## src/rtl/ebc_pkg.sv

```systemverilog
package ebc_pkg;

    typedef enum logic [1:0] {
        ST_IDLE = 2'd0,
        ST_ADDR = 2'd1,
        ST_DATA = 2'd2,
        ST_HOLD = 2'd3
    } bus_state_e;

    typedef enum logic [2:0] {
        HIT_NONE  = 3'd0,
        HIT_CS    = 3'd1,
        HIT_DRAM  = 3'd2,
        HIT_MULTI = 3'd3,
        HIT_BAD   = 3'd4
    } hit_kind_e;

    localparam logic [1:0] PS_32 = 2'b00;
    localparam logic [1:0] PS_8  = 2'b01;
    localparam logic [1:0] PS_16 = 2'b10;

endpackage

```

## src/rtl/ebc_decode.sv

```systemverilog
module ebc_decode
    import ebc_pkg::*;
#(
    parameter int MW     = 16,
    parameter int N_CS   = 4,
    parameter int N_DR   = 2,
    parameter int WAIT_W = 4
) (
    input  logic [MW-1:0]          match_key,
    input  logic [N_CS*MW-1:0]     cs_base,
    input  logic [N_CS*MW-1:0]     cs_mask,
    input  logic [N_CS-1:0]        cs_en,
    input  logic [N_CS-1:0]        cs_intack,
    input  logic [N_CS*WAIT_W-1:0] cs_wait,
    input  logic [N_CS*2-1:0]      cs_psize,
    input  logic [N_DR*MW-1:0]     dr_base,
    input  logic [N_DR*MW-1:0]     dr_mask,
    input  logic [N_DR-1:0]        dr_en,
    output logic [N_CS-1:0]        cs_hit,
    output logic [N_DR-1:0]        dr_hit,
    output hit_kind_e              kind,
    output logic                   sel_intack,
    output logic [WAIT_W-1:0]      sel_wait,
    output logic [1:0]             sel_psize
);

    localparam int CS_CW = $clog2(N_CS + 1);
    localparam int DR_CW = $clog2(N_DR + 1);

    logic [CS_CW-1:0] cs_num;
    logic [DR_CW-1:0] dr_num;

    // one comparator per window; a set mask bit removes that key bit
    for (genvar g = 0; g < N_CS; g++) begin : g_cs_cmp
        assign cs_hit[g] = cs_en[g] &&
            (((match_key ^ cs_base[g*MW +: MW]) & ~cs_mask[g*MW +: MW]) == '0);
    end

    for (genvar g = 0; g < N_DR; g++) begin : g_dr_cmp
        assign dr_hit[g] = dr_en[g] &&
            (((match_key ^ dr_base[g*MW +: MW]) & ~dr_mask[g*MW +: MW]) == '0);
    end

    // hit counting and single-hit field selection (OR is exact for one hit)
    always_comb begin
        cs_num     = '0;
        dr_num     = '0;
        sel_intack = 1'b0;
        sel_wait   = '0;
        sel_psize  = '0;
        for (int i = 0; i < N_CS; i++) begin
            cs_num = cs_num + CS_CW'(cs_hit[i]);
            if (cs_hit[i]) begin
                sel_intack = sel_intack | cs_intack[i];
                sel_wait   = sel_wait   | cs_wait[i*WAIT_W +: WAIT_W];
                sel_psize  = sel_psize  | cs_psize[i*2 +: 2];
            end
        end
        for (int j = 0; j < N_DR; j++) begin
            dr_num = dr_num + DR_CW'(dr_hit[j]);
        end
    end

    always_comb begin
        if ((dr_num > DR_CW'(1)) || ((dr_num == DR_CW'(1)) && (cs_num != '0))) begin
            kind = HIT_BAD;
        end else if (dr_num == DR_CW'(1)) begin
            kind = HIT_DRAM;
        end else if (cs_num == '0) begin
            kind = HIT_NONE;
        end else if (cs_num == CS_CW'(1)) begin
            kind = HIT_CS;
        end else begin
            kind = HIT_MULTI;
        end
    end

endmodule

```

## src/rtl/ebc_waitgen.sv

```systemverilog
module ebc_waitgen #(
    parameter int WAIT_W = 4
) (
    input  logic              clk,
    input  logic              rst_n,
    input  logic              clear,
    input  logic              run,
    input  logic              en,
    input  logic [WAIT_W-1:0] limit,
    output logic              ta_int
);

    logic [WAIT_W-1:0] cnt_d, cnt_q;

    always_comb begin
        cnt_d = cnt_q;
        if (clear) begin
            cnt_d = '0;
        end else if (run) begin
            cnt_d = cnt_q + WAIT_W'(1);
        end
    end

    always_ff @(posedge clk or negedge rst_n) begin
        if (!rst_n) begin
            cnt_q <= '0;
        end else begin
            cnt_q <= cnt_d;
        end
    end

    assign ta_int = en && run && (cnt_q == limit);

endmodule

```

## src/rtl/ebc_ctrl.sv

```systemverilog
module ebc_ctrl
    import ebc_pkg::*;
#(
    parameter int AW     = 32,
    parameter int DW     = 32,
    parameter int ATTR_W = 4,
    parameter int MW     = 16,
    parameter int N_CS   = 4,
    parameter int N_DR   = 2,
    parameter int WAIT_W = 4
) (
    input  logic                   clk,
    input  logic                   rst_n,
    input  logic                   req_valid,
    output logic                   req_ready,
    input  logic                   req_write,
    input  logic [AW-1:0]          req_addr,
    input  logic [ATTR_W-1:0]      req_attr,
    input  logic [DW-1:0]          req_wdata,
    output logic                   rsp_valid,
    output logic                   rsp_err,
    output logic [DW-1:0]          rsp_rdata,
    input  logic [N_CS*MW-1:0]     cfg_cs_base,
    input  logic [N_CS*MW-1:0]     cfg_cs_mask,
    input  logic [N_CS-1:0]        cfg_cs_en,
    input  logic [N_CS-1:0]        cfg_cs_intack,
    input  logic [N_CS*WAIT_W-1:0] cfg_cs_wait,
    input  logic [N_CS*2-1:0]      cfg_cs_psize,
    input  logic [N_DR*MW-1:0]     cfg_dr_base,
    input  logic [N_DR*MW-1:0]     cfg_dr_mask,
    input  logic [N_DR-1:0]        cfg_dr_en,
    output logic [AW-1:0]          bus_addr,
    output logic [ATTR_W-1:0]      bus_attr,
    output logic                   bus_read,
    output logic                   bus_ts,
    output logic [N_CS-1:0]        bus_cs,
    output logic [N_DR-1:0]        bus_dram_sel,
    output logic [1:0]             bus_psize,
    output logic                   bus_burst_inh,
    output logic [DW-1:0]          bus_wdata,
    output logic                   bus_wdata_oe,
    input  logic [DW-1:0]          bus_rdata,
    input  logic                   bus_ta_in,
    output logic                   bus_ta_drv
);

    typedef struct packed {
        bus_state_e        st;
        logic [AW-1:0]     addr;
        logic [ATTR_W-1:0] attr;
        logic              wr;
        logic [DW-1:0]     wdata;
        logic [N_CS-1:0]   cs;
        logic [N_DR-1:0]   dr;
        logic              int_ack;
        logic [WAIT_W-1:0] wlim;
        logic [1:0]        ps;
        logic              binh;
        logic [DW-1:0]     rdata;
        logic              rsp_v;
        logic              rsp_e;
    } ctl_t;

    ctl_t ctl_d, ctl_q;

    logic [N_CS-1:0]   dec_cs;
    logic [N_DR-1:0]   dec_dr;
    hit_kind_e         dec_kind;
    logic              dec_intack;
    logic [WAIT_W-1:0] dec_wait;
    logic [1:0]        dec_psize;
    logic              ta_int;
    logic              ta_take;
    logic              active;

    ebc_decode #(
        .MW     (MW),
        .N_CS   (N_CS),
        .N_DR   (N_DR),
        .WAIT_W (WAIT_W)
    ) u_decode (
        .match_key  (req_addr[AW-1 -: MW]),
        .cs_base    (cfg_cs_base),
        .cs_mask    (cfg_cs_mask),
        .cs_en      (cfg_cs_en),
        .cs_intack  (cfg_cs_intack),
        .cs_wait    (cfg_cs_wait),
        .cs_psize   (cfg_cs_psize),
        .dr_base    (cfg_dr_base),
        .dr_mask    (cfg_dr_mask),
        .dr_en      (cfg_dr_en),
        .cs_hit     (dec_cs),
        .dr_hit     (dec_dr),
        .kind       (dec_kind),
        .sel_intack (dec_intack),
        .sel_wait   (dec_wait),
        .sel_psize  (dec_psize)
    );

    ebc_waitgen #(
        .WAIT_W (WAIT_W)
    ) u_waitgen (
        .clk    (clk),
        .rst_n  (rst_n),
        .clear  (ctl_q.st == ST_ADDR),
        .run    (ctl_q.st == ST_DATA),
        .en     (ctl_q.int_ack),
        .limit  (ctl_q.wlim),
        .ta_int (ta_int)
    );

    // internal acknowledge replaces the pin entirely for its cycles
    assign ta_take = ctl_q.int_ack ? ta_int : bus_ta_in;

    always_comb begin
        ctl_d       = ctl_q;
        ctl_d.rsp_v = 1'b0;
        ctl_d.rsp_e = 1'b0;
        unique case (ctl_q.st)
            ST_IDLE: begin
                if (req_valid) begin
                    if (dec_kind == HIT_BAD) begin
                        ctl_d.rsp_v = 1'b1;
                        ctl_d.rsp_e = 1'b1;
                    end else begin
                        ctl_d.st      = ST_ADDR;
                        ctl_d.addr    = req_addr;
                        ctl_d.attr    = req_attr;
                        ctl_d.wr      = req_write;
                        ctl_d.wdata   = req_wdata;
                        ctl_d.cs      = dec_cs;
                        ctl_d.dr      = dec_dr;
                        ctl_d.int_ack = (dec_kind == HIT_CS) && dec_intack;
                        ctl_d.wlim    = dec_wait;
                        ctl_d.ps      = (dec_kind == HIT_CS) ? dec_psize : PS_32;
                        ctl_d.binh    = (dec_kind == HIT_MULTI);
                    end
                end
            end
            ST_ADDR: begin
                ctl_d.st = ST_DATA;
            end
            ST_DATA: begin
                if (ta_take) begin
                    ctl_d.st = ST_HOLD;
                    if (!ctl_q.wr) begin
                        ctl_d.rdata = bus_rdata;
                    end
                end
            end
            ST_HOLD: begin
                ctl_d.st    = ST_IDLE;
                ctl_d.rsp_v = 1'b1;
            end
            default: ctl_d.st = ST_IDLE;
        endcase
    end

    always_ff @(posedge clk or negedge rst_n) begin
        if (!rst_n) begin
            ctl_q <= '0;
        end else begin
            ctl_q <= ctl_d;
        end
    end

    assign active        = (ctl_q.st != ST_IDLE);
    assign req_ready     = !active;
    assign rsp_valid     = ctl_q.rsp_v;
    assign rsp_err       = ctl_q.rsp_e;
    assign rsp_rdata     = ctl_q.rdata;
    assign bus_ts        = (ctl_q.st == ST_ADDR);
    assign bus_addr      = active ? ctl_q.addr : '0;
    assign bus_attr      = active ? ctl_q.attr : '0;
    assign bus_read      = active && !ctl_q.wr;
    assign bus_cs        = active ? ctl_q.cs : '0;
    assign bus_dram_sel  = active ? ctl_q.dr : '0;
    assign bus_psize     = active ? ctl_q.ps : PS_32;
    assign bus_burst_inh = active && ctl_q.binh;
    assign bus_wdata_oe  = ctl_q.wr && ((ctl_q.st == ST_DATA) || (ctl_q.st == ST_HOLD));
    assign bus_wdata     = bus_wdata_oe ? ctl_q.wdata : '0;
    assign bus_ta_drv    = ta_int;

endmodule

```

## config.mk

```make
export PLATFORM = sky130hd
export DESIGN_NAME = ebc_ctrl
export DESIGN_NICKNAME = d
export VERILOG_FILES = /design/src/rtl/ebc_pkg.sv /design/src/rtl/ebc_decode.sv /design/src/rtl/ebc_waitgen.sv /design/src/rtl/ebc_ctrl.sv
export SDC_FILE = /design/constraint.sdc
export NUM_CORES = 1
export LEC_CHECK = 0
export ABC_AREA = 1
export BUFFER_PORTS_ARGS = -buffer_cell sky130_fd_sc_hd__buf_2
export CELL_PAD_IN_SITES_DETAIL_PLACEMENT = 0
export CELL_PAD_IN_SITES_GLOBAL_PLACEMENT = 1
export CORE_UTILIZATION = 27
export CTS_CLUSTER_DIAMETER = 150
export DETAILED_ROUTE_END_ITERATION = 8
export PLACE_DENSITY = 0.76
export SETUP_SLACK_MARGIN = 0.15
export SYNTH_ARGS = -nofsm -noshare
export SYNTH_HDL_FRONTEND = slang
export SYNTH_SLANG_ARGS = --single-unit
```

## constraint.sdc

```tcl
create_clock -name clk -period 1.75 [get_ports clk]
set_clock_uncertainty 0.15 [all_clocks]
set_input_delay 0.175 -clock clk [delete_from_list [all_inputs] [get_ports clk]]
set_output_delay 0.175 -clock clk [all_outputs]
set_load 0.005 [all_outputs]
```

# Word level (Yosys, flattened, before mapping)
# Cells that the tools add are included.
[totals]
ff_bits = 123
in_bits = 331
output_inout_bits = 116
word_cells = 127
[op_classes]
add_sub_neg = 5
magnitude_cmp = 1
n_eq_ne = 12
n_mux = 34
bitwise_logic = 29
reduce_logical = 31
[op_table]
columns = ["op", "n"]
rows = [
  ["two-way mux 85 bit", 2],
  ["bitwise AND 16 bit", 6],
  ["logical NOT 16 bit", 6],
  ["NOT 16 bit", 6],
  ["bitwise XOR 16 bit", 6],
  ["two-way mux 32 bit", 2],
  ["two-way mux 4 bit", 8],
  ["two-way mux 2 bit", 11],
  ["logical AND 1 bit", 13],
  ["bitwise OR 4 bit", 3],
  ["two-way mux 3 bit", 3],
  ["AND reduction 3 bit", 3],
  ["case mux 2 bit (4 select lines)", 1],
  ["adder 3 x 1 -> 3 bit", 2],
  ["equality test 3 x 1 -> 1 bit (second input constant)", 2],
  ["two-way mux 1 bit", 6],
  ["inequality test 2 bit (second input constant)", 3],
  ["bitwise OR 2 bit", 3],
  ["adder 1 x 1 -> 2 bit", 2],
  ["adder 4 x 1 -> 4 bit (second input constant)", 1],
  ["equality test 2 x 1 -> 1 bit (second input constant)", 2],
  ["equality test 2 bit (second input constant)", 2],
  ["equality test 4 bit", 1],
  ["nonzero test 2 bit", 2],
  ["11 further kinds", 16],
]

# Logic depth before layout (Yosys ltp)
# Gate-level depths: netlist (run 1).
[logic_depth]
depth_word = 17
ltp_mapped = 24
depth_no_buf = 23

# Hierarchy
# A second synthesis (run 1) with hierarchy kept.
[unflattened]
cells_unflattened = 1154
area_unflattened_um2 = 8079.0
[modules_own_cells]
columns = ["mod", "n_inst", "cells_each", "area_each_um2", "seq_area_each_um2"]
rows = [
  ["ebc_ctrl", 1, 652, 5491.5, 2977.9],
  ["ebc_decode", 1, 463, 2313.5, 0.0],
  ["ebc_waitgen", 1, 39, 274.0, 100.1],
]

# Worst setup path before layout (run 1)
# Ideal clock, no wire load.
[synth_path]
path_kind = "input to register"
startpoint = "input port req_addr[16]"
endpoint = "register ctl_q[81] in the netlist's numbering"
setup_ns = 0.126
arrival_ns = 2.796
required_ns = 1.474
path_slack_ns = -1.322
cell_stages = 22
n_path_buf = 3
path_cell_list = "buf_2 -> inv_1 -> nand2_1 -> nand3_1 -> nand2_1 -> nor2_1 -> nand2_1 -> nor2_4 -> nand2_2 -> clkinv_2 -> ha_1 -> inv_1 -> fa_1 -> inv_1 -> ha_1 -> nand3b_1 -> nand2_1 -> nand2_1 -> nor2_2 -> buf_2 -> buf_2 -> o21ai_0"
[synth_between]
elab_chain_len = 15
elab_cells_between_ends = 42
cone_classes = "add/sub: 4; order compare: 1; eq/ne: 3; mux: 4; bitwise: 13; reduce/logical: 17"
[synth_lines]
columns = ["element", "line_no", "rtl"]
rows = [
  ["from (decl)", "ebc_ctrl.sv:17", "input logic [AW-1:0] req_addr,"],
  ["bitwise XOR 16 bit *", "ebc_decode.sv:36", "(((match_key ^ cs_base[g*MW +: MW]) & ~cs_mask[g*MW +: MW]) == '0);"],
  ["bitwise AND 16 bit *", "ebc_decode.sv:36", ""],
  ["logical NOT 16 bit *", "ebc_decode.sv:36", ""],
  ["logical AND 1 bit *", "ebc_decode.sv:35", "assign cs_hit[g] = cs_en[g] &&"],
  ["net dec_cs[1]", "ebc_ctrl.sv:66", "logic [N_CS-1:0] dec_cs;"],
  ["adder 1 x 1 -> 2 bit *", "ebc_decode.sv:52", "cs_num = cs_num + CS_CW'(cs_hit[i]);"],
  ["adder 3 x 1 -> 3 bit * (2 in series)", "ebc_decode.sv:52", ""],
  ["equality test 3 x 1 -> 1 bit", "ebc_decode.sv:71", "end else if (cs_num == CS_CW'(1)) begin"],
  ["two-way mux 2 bit", "ebc_decode.sv:71", ""],
  ["two-way mux 3 bit", "ebc_decode.sv:69", "end else if (cs_num == '0) begin"],
  ["two-way mux 3 bit", "ebc_decode.sv:67", "end else if (dr_num == DR_CW'(1)) begin"],
  ["two-way mux 3 bit *", "ebc_decode.sv:65", "if ((dr_num > DR_CW'(1)) || ((dr_num == DR_CW'(1)) && (cs_num != '0))) begin"],
  ["equality test 3 bit *", "ebc_ctrl.sv:122", "if (dec_kind == HIT_BAD) begin"],
  ["NOT 1 bit (no line) *", "--", ""],
  ["AND reduction 3 bit (no line) *", "--", ""],
  ["to (signal assigned)", "ebc_ctrl.sv:163", "ctl_q <= ctl_d;"],
  ["to (decl)", "ebc_ctrl.sv:64", "ctl_t ctl_d, ctl_q;"],
]
# The timed path passes the listed nets; every way through them passes the cells marked *.
# A chain may end at the register's enable or synchronous reset.

# Worst setup path in the final report (run 1)
[layout_path]
startpoint = "input port req_addr[21]"
endpoint = "register ctl_q[66] in the netlist's numbering"
# Same word-level chain as after synthesis.

==> metrics.log, run 1 <==
[metrics] result of the run: complete, but fails checks
[metrics] violated checks: negative hold slack, negative setup slack
[metrics] Worst Hold Margin: -0.00548 ns
[metrics] DRC violations left: 0
[metrics] top cells by area in the synthesized netlist: dfrtp_1, nand2_1, inv_1
[metrics] slew at the pin closest to its max-slew limit: 0.352 ns
[metrics] post-DP HPWL: 24.9 mm
[metrics] cell seen most often among critical-path stages: nand2_2
[metrics] total leakage power: approximately 0.0078 uW
[metrics] total chip power: 18400 uW
[metrics] power density relative to cell area: between 1000 and 1500 mW/mm^2
[metrics] Final Critical Period: 2.74 ns
[metrics] worst path setup slack after routing: -0.987 ns
[metrics] global-route congestion overflow total: 0
[metrics] timing-limited maximum frequency: 0.365 GHz
[metrics] Bufs on Longest Clock Path: 2
[metrics] total I/O pin count: 447
[metrics] wire length per cell after detailed routing: about 17 um
[metrics] GRT Util Overall: approximately 22%
[metrics] Avg Inst Size Synth: approximately 7.4 um^2
[metrics] worst slew margin relative to its limit: 76.3%
[metrics] post-synthesis async set-or-reset flop share: 100%
[metrics] first-pass GRT wire length: about 52 mm
[metrics] FF+latch count, synth: 123
[metrics] most frequent standard cell in the layout excluding fill and tap cells: buf_2
[metrics] main flop type after synthesis: dfrtp_1
[metrics] crit-path cells: buf_4 > buf_12 > o21ai_2 > nand2_2 > nor3_4 > nand2_4 > inv_4 > ha_4 > inv_2 > fa_2 > inv_2 > ha_4 > nand3b_1 > nand2_2 > nand2_2 > nor2_4 > buf_12 > buf_12 > buf_16 > nand2_2 > o21ai_1
[metrics] netlist area before placement: 0.00787 mm^2
[metrics] proportion of layout cells with a drive suffix above 1: 51.7%
[metrics] final-layout fill cell count: roughly 2700
[metrics] part of the Yosys area used for sequential elements: 39.1%
[metrics] family with the most delay on the worst path: simple AND/OR/NAND/NOR gates
[metrics] highest net fanout along the worst path: 8
[metrics] combined buffer and inverter count along the critical path: 8
[metrics] Die W: 173 um
[metrics] chip height: 173 um
[metrics] Port Buffers: 446
[metrics] clock net sink count: around 120
[metrics] critical setup path kind: in2reg
[metrics] Synth-to-Final Area Change: 88.1%
[metrics] count of distinct cell types in the synthesized netlist: 41
[metrics] Floorplan Core Area: 0.0287 mm^2
[metrics] crit path capture type: flip-flop
[metrics] total count of hold-check failures in the final report: 1
[metrics] CP peak stage delay: 0.32 ns
[metrics] initial antenna violation count: 3
[metrics] Final nets: 2075
[metrics] warnings from Yosys: 0
[metrics] Post-Synthesis Net Count: 1408
[metrics] initial detailed-routing violation count: between 300 and 400
[metrics] cell chosen for the clock root: clkbuf_16
[metrics] largest area contributor in the netlist: dfrtp_1
[metrics] total detailed-routing wirelength: between 30 and 40 mm
[metrics] number of buffers added by the clock tree synthesis step: 17
[metrics] commonest cells after routing, fill and taps aside: buf_2, nand2_1, inv_1, dfrtp_1, buf_4
[metrics] routability cong.: ~0.92
[metrics] share of the synthesized area in the top cell type: 39.1%
[metrics] class of the tightest hold or removal check: in2reg
[metrics] maximum number of pins on one net before global-route repair: 42
[metrics] unrepaired setup endpoints after global routing: true
[metrics] post-DR vias/cell: ~4.5
[metrics] Die Area: 0.0298 mm^2
[metrics] count of final setup violators: 205
[metrics] total number of vias: 9513
[metrics] final slew viol count: 0
[metrics] Worst-Skew Late Latency: ~0.4 ns
[metrics] Max VDD drop: between 0.6 and 0.7 mV
[metrics] cell type of the slowest stage on the worst timing path: fa_2
[metrics] final setup TNS: -119.55 ns
[metrics] type of origin of the critical path: input port
[metrics] count of antenna-violating nets left after detailed routing: 0
[metrics] number of enable flip-flop cells after synthesis: 0
[metrics] synthesized instance count: 1067
[metrics] CTS HTree Levels: 4
[metrics] CTS tree: yes
[metrics] clock-pin slew of the registers on the worst-case setup and hold paths: 0.07 ns
[metrics] WP data required: 1.92 ns
[metrics] number of global-route vias before repair: roughly 9600
[metrics] arrival time of data at the critical path endpoint: 2.91 ns
[metrics] first drt pass iteration count: 5
[metrics] row cnt: 62
[metrics] maxcap violations: 0
[metrics] initial standard-cell utilization of the core: 27.4%
[metrics] period utilisation layout: 156%
## final timing paths
check	startpoint	to	slack, ns	cells after the start
setup / recovery	req_addr[21]	ctl_q[66]$_DFFE_PN0P_	-0.99	21
hold / removal	req_addr[25]	ctl_q[110]$_DFFE_PN0P_	-0.005	4
setup reg to reg	ctl_q[117]$_DFFE_PN0P_	rsp_rdata[16]$_DFFE_PN0P_	-0.35	10
hold reg to reg	ctl_q[35]$_DFFE_PN0P_	ctl_q[35]$_DFFE_PN0P_	0.33	2
max in group asynchronous	rst_n	ctl_q[107]$_DFFE_PN0P_	0.83	3
min in group asynchronous	rst_n	ctl_q[71]$_DFFE_PN0P_	0.07	2
## what timing repair did
item / in CTS / in global routing
hold endpoints to repair: 218 / 0
setup endpoints to repair: 204 / 205
hold buffers: 106 / 0
resized for setup: 154 / 232
pin swaps: 31 / 35
setup buffers: 43 / 9
cloned: 10 / 14
## flip-flops by register name (all words and copies together) (netlist names)
signal	cells
u_waitgen.cnt_q	4
ctl_q	85
rsp_valid	1
rsp_err	1
rsp_rdata	32
## area by class of cell
class	count	area (um^2)	share of cell area (%)
Clock buffer	17	425	2.87
Multi-Input combinational cell	698	4540	30.7
Inverter	170	658	4.44
Clock inverter	14	124	0.837
Timing Repair Buffer	724	5490	37.1
Sequential cell	123	3080	20.8
Tap cell	384	480	3.24
Antenna cell	3	7.51	0.0507
## Yosys cell counts, types with 5 or more instances
| cell | n |
|---|---|
| xnor2_1 | 32 |
| o21ai_1 | 10 |
| clkbuf_1 | 10 |
| inv_1 | 164 |
| nor2_1 | 136 |
| nand3_1 | 50 |
| or2_0 | 6 |
| nor3_1 | 7 |
| o21ai_0 | 91 |
| buf_2 | 21 |
| mux2_4 | 14 |
| dfrtp_1 | 123 |
| nand2_1 | 237 |
| or2_2 | 5 |
| nand3b_1 | 12 |
| buf_4 | 37 |
| ha_1 | 9 |
| a21oi_1 | 28 |
| mux2_2 | 18 |
| nor2_2 | 5 |
| buf_6 | 7 |
| o22ai_1 | 10 |
## layer usage
metal	global-route usage, %	wire length, um
met1	24.2	13800
met2	41.5	19200
met5	0	0
met3	5.26	2070
met4	10.2	1500
## cell families after synthesis
group	count (synthesis)	share of synthesized area (%)
flops	123	39.1
mux	33	5.37
buf+inv	246	14.5
simple gates	479	26.2
xor+xnor	33	3.67
fa+ha+maj	10	1.68
compound gates	143	9.42
## stage by stage
stage	instance area, um^2	cells	worst slack [ns]	util [%]	hold slack [ns]
floorplan	8010	1067	-1.13	-	-0.271
global placement	11000	1917	-1.63	38.3	-0.0415
detailed placement	11000	1917	-1.64	38.3	-0.0431
CTS	13700	2107	-0.961	47.7	0.000328
global route	14800	2133	-1.13	51.6	0.0111
finish	14800	2133	-0.987	51.6	-0.00548
## where the power goes
part	leakage [uW]	switching (uW)	total, uW	internal (uW)
clock network	0.000261	1450	3400	1950
registers	0.00152	575	4700	4120
logic	0.00600	5130	10300	5170
## tightest hold or removal path: stages
cell and delay [ns]:
buf_8 0.09, buf_4 0.13, nand2_1 0.05, o21ai_0 0.07
Power figures use the tool's default switching activity.
==> run 2: changes to the inputs <==
Settings changed: SYNTH_HIERARCHICAL from default to 1.
==> run 2 against run 1 <==
  * The flow finishes with violations (negative setup slack)
  * Utilization fell by 0.11 points
  * Via count rose by 2.0%
  * Worst hold slack improved by 0.016 ns
  * Area after synthesis rose by 2.6%
  * Die area rose by 2.6%
  * Total power rose by 3.5%
  * Non-clock buffer count fell by 38
  * Register-to-register slack improved by 0.06 ns
  * Worst setup slack got worse by 0.40 ns
==> metrics.log, run 2 <==
[metrics] result of the run: complete, but fails checks
[metrics] violated checks: negative setup slack
[metrics] FF+latch count, synth: 123
[metrics] share of the core filled with cells: 51.5%
[metrics] final setup TNS: -144.32 ns
[metrics] top cell types by occurrence after synthesis: nand2_1, inv_1, nor2_1, dfrtp_1, nand3_1
[metrics] initial antenna violation count: 4
[metrics] critical setup path kind: in2reg
[metrics] Max VDD drop: roughly 0.54 mV
[metrics] first-pass GRT wire length: 53.1 mm
[metrics] Post-Synthesis Net Count: approximately 1500
[metrics] routability cong.: ~0.90
[metrics] beginning of the worst register-to-register path: ctl_q[118]$_DFFE_PN0P_
[metrics] period utilisation layout: 179%
[metrics] share of the synthesized area in the top cell type: 38.1%
[metrics] Final nets: 2118
[metrics] count of final setup violators: 200
[metrics] hold depth: 4
[metrics] post-DR vias/cell: 4.46
[metrics] global-route track usage on met1: 26.3%
[metrics] cell type of the slowest stage on the worst timing path: fa_1
[metrics] total I/O pin count: approximately 450
[metrics] number of buffers added by the clock tree synthesis step: 17
[metrics] total leakage power: 0.00778 uW
[metrics] class of the tightest hold or removal check: in2reg
[metrics] unrepaired setup endpoints after global routing: true
[metrics] largest area contributor in the netlist: dfrtp_1
[metrics] number of cell instances on the worst register-to-register path: 14
[metrics] highest net fanout along the worst path: 8
[metrics] first drt pass iteration count: 5
[metrics] most common cell in the netlist: nand2_1
[metrics] Synth-to-Final Area Change: 85.3%
[metrics] CTS HTree Levels: 4
[metrics] synthesized instance count: 1154
[metrics] main flop type after synthesis: dfrtp_1
[metrics] Worst Hold Margin: approximately 0.011 ns
[metrics] worst slew margin relative to its limit: 76.1%
[metrics] part of the Yosys area used for sequential elements: 38.1%
[metrics] count of antenna-violating nets left after detailed routing: 0
[metrics] Post-Synth XOR/XNOR Area: 3.47%
[metrics] layer with the highest usage: met2
[metrics] total count of hold-check failures in the final report: 0
[metrics] final slew viol count: 0
[metrics] final-layout fill cell count: 2701
[metrics] Die Area: ~0.031 mm^2
[metrics] proportion of layout cells with a drive suffix above 1: 47.7%
[metrics] crit path capture type: flip-flop
[metrics] largest register by flop count: ctl_q
[metrics] power density relative to cell area: 1270 mW/mm^2
[metrics] Bufs on Longest Clock Path: 2
[metrics] Die W: 175 um
[metrics] post-synthesis async set-or-reset flop share: 100%
[metrics] global routing usage on met2: roughly two fifths
[metrics] worst path setup slack after routing: -1.38 ns
[metrics] warnings from Yosys: 6
[metrics] timing-limited maximum frequency: ~0.32 GHz
[metrics] footprint of the multi-input gates: between 0.004 and 0.005 mm^2
[metrics] worst reg2reg endpoint: ctl_q[56]$_DFFE_PN0P_
[metrics] DP Area: approximately 0.011 mm^2
[metrics] arrival time of data at the critical path endpoint: 3.32 ns
[metrics] clock net sink count: 123
[metrics] global-route congestion overflow total: 0
[metrics] CTS tree: yes
[metrics] number of enable flip-flop cells after synthesis: 0
[metrics] cell chosen for the clock root: clkbuf_16
[metrics] wire length per cell after detailed routing: 16.4 um
[metrics] M3 GR Usage: 5.37%
[metrics] maximum number of pins on one net before global-route repair: 46
[metrics] slew at the pin closest to its max-slew limit: 0.359 ns
[metrics] worst hold path endpoint: ctl_q[101]$_DFFE_PN0P_
[metrics] finished layout cell area: approximately 0.015 mm^2
[metrics] CP peak stage delay: slightly above 0.4 ns
[metrics] dominant combinational cell family by area after synthesis: simple AND/OR/NAND/NOR gates
[metrics] simple-gate area share of the yosys netlist: 31.6%
[metrics] Avg Inst Size Synth: 7.00 um^2
[metrics] fraction of the mapped netlist area in adder cells: 1.64%
[metrics] flip-flop count of the largest register after layout: 85
[metrics] top cells by area in the synthesized netlist: dfrtp_1, nand2_1, inv_1
[metrics] GRT Util Overall: between 20 and 25%
[metrics] netlist area before placement: just over 0.008 mm^2
[metrics] Final Critical Period: between 3 and 4 ns
[metrics] count of distinct cell types in the synthesized netlist: 35
[metrics] row cnt: 62
[metrics] most frequent standard cell in the layout excluding fill and tap cells: buf_2
[metrics] Port Buffers: 446
[metrics] Worst-Skew Late Latency: ~0.41 ns
[metrics] maxcap violations: 0
[metrics] synthesized-area fraction occupied by ao, oa, aoi and oai cells: 9.87%
[metrics] initial detailed-routing violation count: 532
[metrics] register-to-register setup slack: -0.29 ns
[metrics] commonest cells after routing, fill and taps aside: buf_2, nand2_1, inv_1, dfrtp_1, dlygate4sd3_1
[metrics] total detailed-routing wirelength: 35.7 mm
[metrics] Seq. cell area: 0.00308 mm^2
[metrics] multiplexer fraction of the synthesized cell area: 0%
[metrics] chip height: roughly 170 um
[metrics] post-DP HPWL: 26.4 mm
[metrics] Worst Min Path Start: req_addr[16]
[metrics] clock-pin slew of the registers on the worst-case setup and hold paths: 0.07 ns
[metrics] type of origin of the critical path: input port
[metrics] DRC violations left: 0
[metrics] total number of vias: a little under 10000
[metrics] number of placed instances, taps included: 1990
[metrics] Floorplan Core Area: around 0.029 mm^2
[metrics] Non-Filler Instances: 2177
[metrics] WP data required: roughly 1.9 ns
[metrics] initial standard-cell utilization of the core: 27.8%
[metrics] number of global-route vias before repair: between 9000 and 10000
[run 2: what timing repair did]
item	in CTS	in global routing
gates resized for setup	192	184
gates cloned	15	6
pin swaps	58	51
hold buffers	90	0
setup buffers	26	15
endpoints found under the hold margin	212	0
endpoints found under the setup margin	201	201
[run 2: area by class of cell]
cell class | instances | share of cell area [%]
well taps | 384 | 3.21
clock inverters | 15 | 1.33
clock buffers | 17 | 2.84
diodes | 3 | 0.0501
inverters | 172 | 4.48
flip-flops and latches | 123 | 20.6
multi-input cells | 777 | 31.4
repair buffers | 686 | 36.2
[run 2: how the worst max path moves through the flow]
stage               cells past startpoint          from                endpoint  slack (ns)
floorplan                              24  req_addr[23]   ctl_q[35]$_DFFE_PN0P_       -1.62
global placement                       21  req_addr[17]  ctl_q[104]$_DFFE_PN0P_       -1.92
detailed placement                     21  req_addr[17]   ctl_q[48]$_DFFE_PN0P_       -1.93
CTS                                    25  req_addr[21]   ctl_q[56]$_DFFE_PN0P_       -1.35
global route                           23  req_addr[17]   ctl_q[56]$_DFFE_PN0P_       -1.56
finish                                 27  req_addr[22]   ctl_q[85]$_DFFE_PN0P_       -1.38
[run 2: logic make-up (layout without fill, tap and decap cells)]
group | count (synthesis) | in the layout
simple gates | 593 | 593
buf+inv | 254 | 890
compound gates | 142 | 142
flops | 123 | 123
xor+xnor | 32 | 32
fa+ha+maj | 10 | 10
other cells | 0 | 3
[run 2: metal layers]
metal | vias up | wire [um]
met5 | - | 13
li1 | 4799 | -
met3 | 49 | 2360
met2 | 392 | 18000
met4 | 2 | 1000
met1 | 4457 | 14300
[run 2: critical path, delay by kind of cell]
family,cells,cell delay [ns]
and+or+nand+nor,14,1.34
AOI/OAI and AO/OA,2,0.13
adders and majority gates,3,0.86
buffers and inverters,8,0.79
[run 2: power breakdown]
group / total, uW / internal [uW] / switching, uW / leakage, uW
Combinational: 10800 / 5430 / 5350 / 0.00592
Sequential: 4460 / 4010 / 449 / 0.00155
Clock: 3810 / 2300 / 1510 / 0.000305
[run 2: per-stage QoR]
stage               total power, uW  setup slack [ns]
CTS                           17600             -1.35
global placement              10700             -1.92
floorplan                      8390             -1.62
detailed placement            10800             -1.93
global route                  20200             -1.56
finish                        19000             -1.38
==> run 3: changes to the inputs <==
Settings changed: SKIP_LAST_GASP from default to 1.
==> run 3 against run 2 <==
  * The flow still finishes with violations (negative setup slack)
  * Global-route usage up 0.056 points
  * Flip-flop and latch count unchanged
  * First-iteration DRC count increased by 1.5%
  * Final area barely moved
  * Worst hold slack got worse by 0.00065 ns
  * Largest power group unchanged
==> metrics.log, run 3 (synthesized netlist as in run 2, its figures left out) <==
[metrics] CP peak stage delay: 0.41 ns
[metrics] maxcap violations: 0
[metrics] count of final setup violators: 200
[metrics] chip height: 175 um
[metrics] DRC violations left: 0
[metrics] final-layout fill cell count: around 2700
[metrics] Floorplan Core Area: 0.0291 mm^2
[metrics] Non-Filler Instances: 2177
[metrics] total leakage power: a little under 0.008 uW
[metrics] combined buffer and inverter count along the critical path: 8
[metrics] post-DP HPWL: 26.4 mm
[metrics] period utilisation layout: 179%
[metrics] Final Critical Period: between 3 and 4 ns
[metrics] final slew viol count: 0
[metrics] critical setup path kind: in2reg
[metrics] routability cong.: 0.904
[metrics] type of origin of the critical path: input port
[metrics] worst slew margin relative to its limit: 76.0%
[metrics] violated checks: negative setup slack
[metrics] initial standard-cell utilization of the core: approximately 28%
[metrics] total count of hold-check failures in the final report: 0
[metrics] worst setup timing slack at the placement stage: -1.93 ns
[metrics] Worst-Skew Late Latency: approximately 0.4 ns
[metrics] Synth-to-Final Area Change: 85.4%
[metrics] row cnt: 62
[metrics] Port Buffers: ~450
[metrics] class of the tightest hold or removal check: in2reg
[metrics] Die W: 175 um
[metrics] Die Area: 0.0306 mm^2
[metrics] global routing usage on met2: between 40% and 50%
[metrics] initial detailed-routing violation count: 540
[metrics] count of antenna-violating nets left after detailed routing: 0
[metrics] number of placed instances, taps included: 1990
[metrics] result of the run: complete, but fails checks
[metrics] number of buffers added by the clock tree synthesis step: 17
[metrics] flip-flop count of the largest register after layout: 85
[metrics] GRT Util Overall: 22.7%
[metrics] initial antenna violation count: 4
[metrics] cell type of the slowest stage on the worst timing path: fa_1
[metrics] commonest cells after routing, fill and taps aside: buf_2, nand2_1, inv_1, dfrtp_1, dlygate4sd3_1
[metrics] clock net sink count: 123
[metrics] family with the most delay on the worst path: simple AND/OR/NAND/NOR gates
[metrics] global-route track usage on met1: a little over a quarter
[metrics] clock-pin slew of the registers on the worst-case setup and hold paths: 0.06 ns
[metrics] maximum number of pins on one net before global-route repair: 46
[metrics] slew at the pin closest to its max-slew limit: 0.360 ns
[metrics] CTS tree: yes
[metrics] wire length per cell after detailed routing: 16.4 um
[metrics] crit path capture type: flip-flop
[metrics] CTS HTree Levels: 4
[metrics] global-route congestion overflow total: 0
[metrics] most frequent standard cell in the layout excluding fill and tap cells: buf_2
[metrics] unrepaired setup endpoints after global routing: true
[metrics] proportion of layout cells with a drive suffix above 1: 47.7%
[metrics] total number of vias: 9726
[metrics] largest register by flop count: ctl_q
[metrics] highest net fanout along the worst path: 8
[metrics] Bufs on Longest Clock Path: 2
[metrics] cell chosen for the clock root: clkbuf_16
[metrics] post-DR vias/cell: 4.47
[metrics] power density relative to cell area: 1270 mW/mm^2
[metrics] timing-limited maximum frequency: 0.319 GHz
[metrics] first-pass GRT wire length: 53.2 mm
[metrics] total I/O pin count: 447
[metrics] first drt pass iteration count: 5
[metrics] WP data required: 1.94 ns
[metrics] Final nets: 2118
[metrics] layer with the highest usage: met2
[metrics] Max VDD drop: 0.549 mV
[metrics] M3 GR Usage: between 5 and 6%
[metrics] worst path setup slack after routing: -1.39 ns
[metrics] arrival time of data at the critical path endpoint: 3.32 ns
[metrics] total detailed-routing wirelength: 35.8 mm
[metrics] number of global-route vias before repair: 9678
## run 3: cell type report
cell class | count | area, um^2 | area share [%]
repair buffers | 686 | 5410 | 36.1
multi-input cells | 777 | 4700 | 31.4
flip-flops and latches | 123 | 3080 | 20.5
inverters | 172 | 671 | 4.48
well taps | 384 | 480 | 3.21
clock buffers | 17 | 425 | 2.84
clock inverters | 15 | 199 | 1.33
diodes | 3 | 7.51 | 0.0501
## run 3: repair_timing
item,4_1_cts,5_1_grt
endpoints found under the hold margin,212,0
hold buffers,90,0
resized for setup,186,191
pin swaps,58,51
gates cloned,15,6
endpoints found under the setup margin,201,201
setup buffers,26,15
## run 3: worst reg2reg max path, stage by stage (launching register included)
cell and delay (ns):
dfrtp_1 0.41, buf_6 0.15, inv_4 0.04, ha_4 0.17
buf_6 0.12, nand2_1 0.07, inv_2 0.07, nand2_8 0.08
inv_12 0.04, buf_12 0.13, buf_12 0.13, buf_12 0.12
buf_16 0.14, nand2_2 0.06, o21ai_1 0.05
## run 3: through the flow
stage	setup TNS, ns	power (uW)	cell area [um^2]	util (%)	hold slack [ns]
floorplan	-138.36	8390	8220	-	-0.271
global placement	-166.10	10700	11100	38.3	-0.0501
detailed placement	-168.42	10800	11100	38.3	-0.0545
CTS	-141.57	17600	14000	48.2	0.00769
global route	-167.94	20200	15000	51.5	0.0189
finish	-144.59	19100	15000	51.5	0.0104
## run 3: final timing paths
path	slack, ns	depth (start not counted)	to	from
worst max-delay path	-1.39	27	ctl_q[56]$_DFFE_PN0P_	req_addr[22]
worst min-delay path	0.01	4	ctl_q[101]$_DFFE_PN0P_	req_addr[16]
worst max register to register	-0.29	14	ctl_q[56]$_DFFE_PN0P_	ctl_q[118]$_DFFE_PN0P_
worst min register to register	0.32	2	rsp_rdata[8]$_DFFE_PN0P_	rsp_rdata[8]$_DFFE_PN0P_
max in group asynchronous	0.78	3	ctl_q[38]$_DFFE_PN0P_	rst_n
min in group asynchronous	0.08	2	rsp_rdata[8]$_DFFE_PN0P_	rst_n
## run 3: routing by layer
layer	wire, um	vias to the layer above
li1	-	4799
met1	14400	4492
met2	18100	382
met3	2290	51
met4	1060	2
met5	13	-
## run 3: where the power goes
part	switching, uW	internal (uW)
clock network	1510	2300
logic	5370	5430
registers	449	4010
total	7330	11700
